### config.mk
export PLATFORM = sky130hd
export DESIGN_NAME = tw_eeprom_slave
export DESIGN_NICKNAME = d
export VERILOG_FILES = /design/src/rtl/tw_eeprom_pkg.sv /design/src/rtl/tw_line_sync.sv /design/src/rtl/tw_bus_events.sv /design/src/rtl/tw_addr_ctr.sv /design/src/rtl/tw_eeprom_slave.sv
export SDC_FILE = /design/constraint.sdc
export NUM_CORES = 1
export LEC_CHECK = 0
export BUFFER_PORTS_ARGS = -buffer_cell sky130_fd_sc_hd__buf_2
export CAP_MARGIN = 15
export CORE_MARGIN = 2
export CORE_UTILIZATION = 56
export CTS_CLUSTER_DIAMETER = 60
export DETAILED_ROUTE_END_ITERATION = 16
export GPL_TIMING_DRIVEN = 0
export PLACE_DENSITY = 0.79
export SYNTH_ARGS = -nofsm -noshare
export SYNTH_HDL_FRONTEND = slang
export SYNTH_SLANG_ARGS = --single-unit
### constraint.sdc
create_clock -name clk -period 2.01 [get_ports clk]
set_input_delay 0.3015 -clock clk [delete_from_list [all_inputs] [get_ports clk]]
set_output_delay 0.3015 -clock clk [all_outputs]
set_load 0.1 [all_outputs]
### src/rtl/tw_eeprom_pkg.sv
package tw_eeprom_pkg;
  typedef enum logic [2:0] {
    ST_IDLE,
    ST_RX,
    ST_RXACK,
    ST_TX,
    ST_TXACK
  } bus_st_t;

  typedef enum logic [1:0] {
    PH_DEV,
    PH_WORD,
    PH_DATA
  } phase_t;
endpackage

### src/rtl/tw_line_sync.sv
module tw_line_sync #(
  parameter int STAGES = 2,
  parameter int LINES  = 2
) (
  input  logic             clk,
  input  logic             rst,
  input  logic [LINES-1:0] d,
  output logic [LINES-1:0] q
);
  logic [LINES-1:0] stg [STAGES];

  always_ff @(posedge clk) begin
    if (rst) stg[0] <= '1;
    else     stg[0] <= d;
  end

  for (genvar s = 1; s < STAGES; s++) begin : g_stage
    always_ff @(posedge clk) begin
      if (rst) stg[s] <= '1;
      else     stg[s] <= stg[s-1];
    end
  end

  assign q = stg[STAGES-1];
endmodule

### src/rtl/tw_bus_events.sv
module tw_bus_events (
  input  logic clk,
  input  logic rst,
  input  logic scl_s,
  input  logic sda_s,
  output logic scl_rise,
  output logic scl_fall,
  output logic start_ev,
  output logic stop_ev
);
  logic scl_p, sda_p;

  always_ff @(posedge clk) begin
    if (rst) begin
      scl_p <= 1'b1;
      sda_p <= 1'b1;
    end else begin
      scl_p <= scl_s;
      sda_p <= sda_s;
    end
  end

  always_comb begin
    scl_rise = scl_s & ~scl_p;
    scl_fall = ~scl_s & scl_p;
    start_ev = scl_s & scl_p & sda_p & ~sda_s;
    stop_ev  = scl_s & scl_p & ~sda_p & sda_s;
  end


  event_excl_chk: assert property (@(posedge clk) disable iff (rst)
    $onehot0({scl_rise, scl_fall, start_ev, stop_ev}));
endmodule

### src/rtl/tw_addr_ctr.sv
module tw_addr_ctr #(
  parameter int ADDR_W = 7
) (
  input  logic              clk,
  input  logic              rst,
  input  logic              load,
  input  logic [ADDR_W-1:0] load_val,
  input  logic              inc,
  output logic [ADDR_W-1:0] cnt
);
  always_ff @(posedge clk) begin
    if (rst)       cnt <= '0;
    else if (load) cnt <= load_val;
    else if (inc)  cnt <= cnt + 1'b1;
  end


  ctr_wrap_chk: assert property (@(posedge clk) disable iff (rst)
    (inc && !load && (cnt == '1)) |=> (cnt == '0));

  ctr_load_chk: assert property (@(posedge clk) disable iff (rst)
    load |=> (cnt == $past(load_val)));
endmodule

### src/rtl/tw_eeprom_slave.sv
module tw_eeprom_slave #(
  parameter int          ADDR_W    = 7,
  parameter int          SYNC_STG  = 2,
  parameter logic [3:0]  TYPE_CODE = 4'b1010
) (
  input  logic              clk,
  input  logic              rst,
  input  logic              scl_i,
  input  logic              sda_i,
  output logic              sda_oe,
  input  logic [2:0]        strap_i,
  input  logic              wr_busy,
  output logic              wr_en,
  output logic [ADDR_W-1:0] wr_addr,
  output logic [7:0]        wr_data,
  output logic              wr_commit,
  output logic [ADDR_W-1:0] rd_addr,
  input  logic [7:0]        rd_data
);
  import tw_eeprom_pkg::*;

  localparam int BYTE_W = 8;
  localparam logic [3:0] LAST_BIT = 4'(BYTE_W);

  logic [1:0] lines_s;
  logic scl_s, sda_s, scl_rise, scl_fall, start_ev, stop_ev;
  logic [BYTE_W-1:0] shreg;
  logic [3:0] bitcnt;
  bus_st_t st;
  phase_t ph;
  logic rd_mode, mst_ack, got_data;
  logic byte_done, dev_match, ctr_load, ctr_inc, tx_load;
  logic [ADDR_W-1:0] cnt;

  tw_line_sync #(.STAGES(SYNC_STG), .LINES(2)) u_sync (
    .clk(clk), .rst(rst), .d({scl_i, sda_i}), .q(lines_s));
  assign scl_s = lines_s[1];
  assign sda_s = lines_s[0];

  tw_bus_events u_ev (
    .clk(clk), .rst(rst), .scl_s(scl_s), .sda_s(sda_s),
    .scl_rise(scl_rise), .scl_fall(scl_fall),
    .start_ev(start_ev), .stop_ev(stop_ev));

  always_comb begin
    byte_done = (st == ST_RX) && scl_fall && (bitcnt == LAST_BIT);
    dev_match = (shreg[7:4] == TYPE_CODE) && (shreg[3:1] == strap_i) && !wr_busy;
    tx_load   = scl_fall && (((st == ST_RXACK) && rd_mode) ||
                             ((st == ST_TXACK) && mst_ack));
    ctr_load  = byte_done && (ph == PH_WORD) && !start_ev && !stop_ev;
    ctr_inc   = ((byte_done && (ph == PH_DATA)) || tx_load) && !start_ev && !stop_ev;
  end

  tw_addr_ctr #(.ADDR_W(ADDR_W)) u_ctr (
    .clk(clk), .rst(rst), .load(ctr_load), .load_val(shreg[ADDR_W-1:0]),
    .inc(ctr_inc), .cnt(cnt));
  assign rd_addr = cnt;

  always_ff @(posedge clk) begin
    if (rst) begin
      st        <= ST_IDLE;
      ph        <= PH_DEV;
      shreg     <= '0;
      bitcnt    <= '0;
      rd_mode   <= 1'b0;
      mst_ack   <= 1'b0;
      got_data  <= 1'b0;
      sda_oe    <= 1'b0;
      wr_en     <= 1'b0;
      wr_addr   <= '0;
      wr_data   <= '0;
      wr_commit <= 1'b0;
    end else begin
      wr_en     <= 1'b0;
      wr_commit <= 1'b0;
      if (start_ev) begin
        st     <= ST_RX;
        ph     <= PH_DEV;
        bitcnt <= '0;
        sda_oe <= 1'b0;
      end else if (stop_ev) begin
        st        <= ST_IDLE;
        sda_oe    <= 1'b0;
        wr_commit <= got_data;
        got_data  <= 1'b0;
      end else begin
        case (st)
          ST_RX: begin
            if (scl_rise && (bitcnt != LAST_BIT)) begin
              shreg  <= {shreg[BYTE_W-2:0], sda_s};
              bitcnt <= bitcnt + 4'd1;
            end else if (byte_done) begin
              case (ph)
                PH_DEV: begin
                  if (dev_match) begin
                    rd_mode <= shreg[0];
                    ph      <= PH_WORD;
                    sda_oe  <= 1'b1;
                    st      <= ST_RXACK;
                  end else begin
                    st <= ST_IDLE;
                  end
                end
                PH_WORD: begin
                  ph     <= PH_DATA;
                  sda_oe <= 1'b1;
                  st     <= ST_RXACK;
                end
                default: begin
                  wr_en    <= 1'b1;
                  wr_addr  <= cnt;
                  wr_data  <= shreg;
                  got_data <= 1'b1;
                  sda_oe   <= 1'b1;
                  st       <= ST_RXACK;
                end
              endcase
            end
          end
          ST_RXACK: begin
            if (scl_fall) begin
              bitcnt <= '0;
              if (rd_mode) begin
                shreg  <= rd_data;
                sda_oe <= ~rd_data[BYTE_W-1];
                st     <= ST_TX;
              end else begin
                sda_oe <= 1'b0;
                st     <= ST_RX;
              end
            end
          end
          ST_TX: begin
            if (scl_fall) begin
              if (bitcnt == LAST_BIT - 4'd1) begin
                sda_oe <= 1'b0;
                st     <= ST_TXACK;
              end else begin
                sda_oe <= ~shreg[BYTE_W-2];
                shreg  <= {shreg[BYTE_W-2:0], 1'b0};
                bitcnt <= bitcnt + 4'd1;
              end
            end
          end
          ST_TXACK: begin
            if (scl_rise) begin
              mst_ack <= ~sda_s;
            end else if (scl_fall) begin
              bitcnt <= '0;
              if (mst_ack) begin
                shreg  <= rd_data;
                sda_oe <= ~rd_data[BYTE_W-1];
                st     <= ST_TX;
              end else begin
                st <= ST_IDLE;
              end
            end
          end
          default: sda_oe <= 1'b0;
        endcase
      end
    end
  end


  stop_release_chk: assert property (@(posedge clk) disable iff (rst)
    stop_ev |=> !sda_oe);

  busy_noack_chk: assert property (@(posedge clk) disable iff (rst)
    (byte_done && (ph == PH_DEV) && wr_busy && !start_ev && !stop_ev) |=> !sda_oe);

  wr_ack_chk: assert property (@(posedge clk) disable iff (rst)
    wr_en |-> (sda_oe && (st == ST_RXACK)));

  commit_excl_chk: assert property (@(posedge clk) disable iff (rst)
    wr_commit |-> (!wr_en && (st == ST_IDLE)));

  nack_quiet_chk: assert property (@(posedge clk) disable iff (rst)
    ((st == ST_TXACK) && scl_fall && !mst_ack && !start_ev && !stop_ev)
      |=> (!sda_oe && (st == ST_IDLE)));

  bitcnt_range_chk: assert property (@(posedge clk) disable iff (rst)
    bitcnt <= LAST_BIT);
endmodule

### Word level (Yosys, flattened, before mapping)

Memory sizes are Yosys's and may differ from the RTL's.
Index checks and enable logic that the tools add are counted.

| storage, ports and cells | value |
|---|---|
| flip-flop bits (word level) | 47 |
| RAM bits | 4 |
| output and inout port bits | 25 |
| memories | 1 |
| logic and storage cells | 170 |

| cells by class | value |
|---|---|
| equality and inequality tests | 33 |
| bitwise operators | 21 |
| reduce and logical (&&, ||, !) cells | 41 |
| add/subtract/negate cells | 2 |
| muxes and demuxes | 56 |

Memories:

| memory | depth | width | rd ports | clocked after Yosys merged registers in | wr ports | line | source |
|---|---|---|---|---|---|---|---|
| u_sync.stg | 2 | 2 | 2 | 0 | 2 | tw_line_sync.sv:10 | `logic [LINES-1:0] stg [STAGES];` |

Operators with widths:

| cell | number |
|---|---|
| $mux 8 | 8 |
| $ne 4x4->1 const B | 8 |
| $pmux 8 s4 | 1 |
| $mux 3 | 8 |
| $ne 2x2->1 const B | 12 |
| $reduce_and 8->1 | 3 |
| $mux 1 | 22 |
| $mux 4 | 5 |
| $reduce_and 6->1 | 3 |
| $pmux 4 s4 | 1 |
| $logic_and 1x1->1 | 14 |
| $mux 7 | 2 |
| $mux 2 | 6 |
| $not 1->1 | 12 |
| $pmux 3 s4 | 1 |
| $reduce_and 11->1 | 1 |
| $eq 4x4->1 const B | 2 |
| $reduce_bool 2->1 | 4 |
| $add 7x1->7 const B | 1 |
| $and 1x1->1 | 7 |
| $reduce_and 7->1 | 1 |
| $eq 3x2->1 const B | 2 |
| $reduce_bool 6->1 | 1 |
| $reduce_or 3->1 | 2 |
| 20 further kinds | 26 |

### Logic depth before layout (Yosys ltp)

An unclocked memory read counts as a cell.

| depth | value |
|---|---|
| depth after elaboration | 11 |
| depth in mapped cells | 9 |
| mapped depth without buffers | 7 |

### Hierarchy

From an unflattened synthesis, not the netlist that was laid out.

| unflattened totals | value |
|---|---|
| cell total of the unflattened synthesis | 267 |
| area total of the unflattened synthesis | 2452.4 um2 |

By module, submodules not included:

| module | area an instance (um2) | cells each | times used |
|---|---|---|---|
| tw_eeprom_slave | 1911.8 | 210 | 1 |
| tw_addr_ctr | 350.3 | 41 | 1 |
| tw_line_sync | 105.1 | 8 | 1 |
| tw_bus_events | 85.1 | 8 | 1 |

### Worst setup path after synthesis

OpenSTA, ideal clock, no wires.

| timing | value |
|---|---|
| kind | reg-to-reg |
| start | register u_ctr.cnt[0] |
| end | register u_ctr.cnt[6] |
| arrival | 2.070 ns |
| setup slack | -0.129 ns |
| buffers on the path | 0 |
| required time | 1.941 ns |
| clock period less this slack | 2.139 ns |
| stages on the path, launching flop included | 7 |
| cells stage by stage | dfxtp_1 -> ha_1 -> nand3_1 -> or2_2 -> nor3_1 -> a22oi_1 -> o21ai_1 |

| between the ends | value |
|---|---|
| cells in the longest elaborated chain, start to end | 3 |

Ends and longest elaborated chain:

| item | line | source |
|---|---|---|
| from (decl) | tw_addr_ctr.sv:9 | `output logic [ADDR_W-1:0] cnt` |
| from (signal assigned) | tw_addr_ctr.sv:13 | `else if (load) cnt <= load_val;` |
| from (signal assigned) | tw_addr_ctr.sv:14 | `else if (inc) cnt <= cnt + 1'b1;` |
| $add 7x1->7 | tw_addr_ctr.sv:14 |  |
| $mux 7 | tw_addr_ctr.sv:14 |  |
| $mux 7 | tw_addr_ctr.sv:13 |  |

No other way between the ends. The select of a mux whose other input is x is not followed.
A chain may end at the register's enable or synchronous reset.

### Worst setup path after layout

| timing | value |
|---|---|
| start | register st[2] |
| end | register wr_data[6] |

| between the ends | value |
|---|---|
| cells in the longest elaborated chain, start to end | 4 |

Ends and longest elaborated chain:

| item | line | source |
|---|---|---|
| from (decl) | tw_eeprom_slave.sv:29 | `bus_st_t st;` |
| from (signal assigned) | tw_eeprom_slave.sv:61 | `st <= ST_IDLE;` |
| from (signal assigned) | tw_eeprom_slave.sv:77 | `st <= ST_RX;` |
| from (signal assigned) | tw_eeprom_slave.sv:82 | `st <= ST_IDLE;` |
| $eq 3x1->1 (*) | tw_eeprom_slave.sv:46, tw_eeprom_slave.sv:87 |  |
| $logic_and 1x1->1 (2 in series) | tw_eeprom_slave.sv:46 | `byte_done = (st == ST_RX) && scl_fall && (bitcnt == LAST_BIT);` |
| $reduce_and 6->1 (no line) (*) | - |  |
| to (signal assigned) | tw_eeprom_slave.sv:112 | `wr_data <= shreg;` |
| to (decl) | tw_eeprom_slave.sv:15 | `output logic [7:0] wr_data,` |

Mark *: on every way between the ends. The rest lies on a longest branch, timed or not.

==> results.py <==
metrics = {
    "sta": {
        "setup_violations": 0,
        "finClkSkew_ns": 0.00903,
        "drv_slew": 0,
        "whs_ns": 0.171,
        "fin_crit_ns": 1.91,
        "slew-limit-headroom_pct": 59.6,
        "final_hold_viol_count": 0,
        "worstMarginPinSlew_ns": 0.606,
        "tns_ns": 0,
        "period_share_pct": 94.9,
        "achievable-frequency_mhz": 524,
    },
    "setup_path": {
        "required_ns": 2.20,
        "critical_path_class": "register to register",
        "crit_path_end_kind": "register",
        "arrival_ns": 2.10,
        "crit_fanout": 9,
        "r2r_slack_ns": 0.10,
        "start_kind": "register",
    },
    "global_routing": {
        "track_usage_pct": 26.8,
        "grt_max_degree": 16,
        "antenna_found_initial": 0,
        "grt_pass1_vias": 2242,
        "global_route.overflow_total": 0,
        "grt_pass1_wl_um": 10900,
    },
    "finish": {
        "syn_to_final_growth_pct": 20.2,
        "antenna_cells": 0,
        "drive_gt1_share_pct": 25.4,
        "finish.utilization_pct": 70.7,
        "nets": 373,
    },
    "synth": {
        "syn_area_per_cell_um2": 8.68,
        "synth_top_family_by_area": "simple AND/OR/NAND/NOR gates",
        "yosysTopAreaCellShare_pct": 39.3,
        "synthSimpleGateAreaFrac_pct": 23.6,
        "yosys-top-cells-count": "dfxtp_1 (51), nor2_1 (28), mux2i_1 (22)",
        "synth_edf_count": 0,
        "synth_cell_type_count": 58,
        "syn_area_mm2": 0.00259,
        "ys_ff_latch": 51,
        "synth_most_common_cell": "dfxtp_1",
        "syn_inst": 299,
        "synth.area.top_cells": "dfxtp_1 (39%), mux2i_1 (8.5%), a21oi_1 (4.1%)",
        "yosys_warnings": 0,
        "synth_async_sr_flop_share_pct": 0,
        "muxShareOfSynthArea_pct": 8.49,
        "synth_compound_area_share_pct": 19.7,
        "synth_xor_xnor_area_share_pct": 2.03,
        "ys_seq_area_share_pct": 39.3,
        "synthFlopType": "dfxtp_1",
        "synth_nets": 318,
        "synth_fa_ha_area_share_pct": 1.45,
        "synth_area_leader_cell": "dfxtp_1",
    },
    "place": {
        "gp_congestion": 0.939,
        "port_buffers": 40,
        "hpwl_um": 4530,
    },
    "route": {
        "final_antenna_net_count": 0,
        "drtIter0Drc": 295,
        "vias_per_cell": 5.99,
        "finalWirelength_um": 6780,
        "drcViolationCount": 0,
        "dr.pass1.iters": 7,
        "via_count": 2437,
        "wire_per_inst_um": 16.6,
    },
    "pwr": {
        "irDropWorstVdd_uv": 342,
        "power.density_mw_per_mm2": 570,
        "p_leak_nw": 1.32,
    },
    "run_status": {
        "status": "completed",
    },
    "clock_network": {
        "clock_latency_ns": 0.31,
        "cts_buffer_depth": 2,
        "clkTransAtPathRegs_ns": 0.09,
        "cts_tree": "done",
        "ctsHoldBuffers": 0,
        "clock-root-buffer": "clkbuf_8",
        "htreeDepth": 2,
        "cts_buffers": 5,
        "clock-sinks": 51,
    },
    "floorplan": {
        "die_w_um": 72.1,
        "core_mm2": 0.00441,
        "die-area_mm2": 0.00519,
        "io_pins": 41,
        "rows": 24,
        "fp.dieH_um": 72.1,
        "start_util_pct": 58.8,
    },
    "job": {
        "drv_cap": 0,
    },
    "worst_hold_path": {
        "hp-class": "input port to register",
    },
}
[cell type report]
class	count	area, um2
Buffer	18	111
Fill cell	349	1290
Clock inverter	1	8.76
Tap cell	52	65.1
Clock buffer	7	86.3
Timing Repair Buffer	48	278
Multi-Input combinational cell	220	1500
Inverter	10	37.5
Sequential cell	51	1030
[cell usage in the layout, fill, tap and decap left out, drive strengths merged, types with 5 or more instances in the layout]
cell    instances
a21oi          23
mux2i          22
a31oi           5
or2             8
nor2b           5
inv            10
nand3          11
nor3            6
nand3b          5
buf            54
dfxtp          51
nand2          21
or3             7
clkbuf         19
nor2           28
o21ai          21
[power by group]
| group | switching [mW] | internal (mW) | leakage [nW] |
|---|---|---|---|
| clock network | 0.343 | 0.283 | 0.0484 |
| registers | 0.00947 | 1.02 | 0.414 |
| logic | 0.0794 | 0.0448 | 0.853 |
[critical path, cell delays in order (launching register included)]
cell      delay, ns
dfxtp_1        0.31
buf_4          0.15
nor2b_1        0.10
clkbuf_1       0.34
and3_1         0.23
buf_6          0.15
nand2_8        0.09
buf_8          0.18
mux2i_2        0.17
nor2_1         0.05
[kinds of logic (layout without fill, tap and decap cells)]
group / after synthesis / after routing
AOI/OAI and AO/OA: 79 / 79
buffers and inverters: 28 / 84
xor gates and xnor gates: 6 / 6
and+or+nand+nor: 110 / 110
muxes: 22 / 22
DFF: 51 / 51
adders and majority gates: 3 / 3
[per-stage QoR]
step           cell area (um2)  setup WS, ns  power [mW]  instances
6_report                  3120         0.103        1.78        407
2_1_floorplan             2600         0.109        1.12        299
5_1_grt                   3120     -0.000226        1.84        407
3_3_place_gp              2860        0.0251        1.16        391
3_5_place_dp              2860        0.0287        1.16        391
4_1_cts                   2970        0.0173        1.78        399
[state kept, by name (all words and copies together), names as in the netlist]
name and cells:
bitcnt 4, got_data 1, mst_ack 1, ph 2, rd_mode 1, sda_oe 1
shreg 8, st 3, u_ctr.cnt 7, u_ev.scl_p 1, u_ev.sda_p 1, u_sync.stg 4
wr_addr 7, wr_commit 1, wr_data 8, wr_en 1
[repair_timing]
action,in CTS,in global routing
buffers inserted,0,7
pin swaps,0,2
resized for setup,1,17
gates cloned,0,1
endpoints found under the setup margin,2,27
[worst paths after layout]
| path | start | cells after the start | to |
|---|---|---|---|
| worst max-delay path | st[2]$_SDFFE_PP0P_ | 9 | wr_data[6]$_SDFFE_PP0P_ |
| worst min-delay path | sda_i | 2 | u_sync.stg[0][0]$_SDFF_PP1_ |
| worst max register to register | st[2]$_SDFFE_PP0P_ | 9 | wr_data[6]$_SDFFE_PP0P_ |
| worst min register to register | u_sync.stg[0][1]$_SDFF_PP1_ | 1 | u_sync.stg[1][1]$_SDFF_PP1_ |
[metal layers]
layer | global-route usage, % | vias to the layer above | share of wire, %
met2 | 42.1 | 119 | 44
met3 | 4.72 | 13 | 8.1
met5 | 0 | - | 0
li1 | - | 1184 | -
met1 | 36.9 | 1121 | 45
met4 | 9.64 | 0 | 2.1
(Power assumes the default switching activity.)
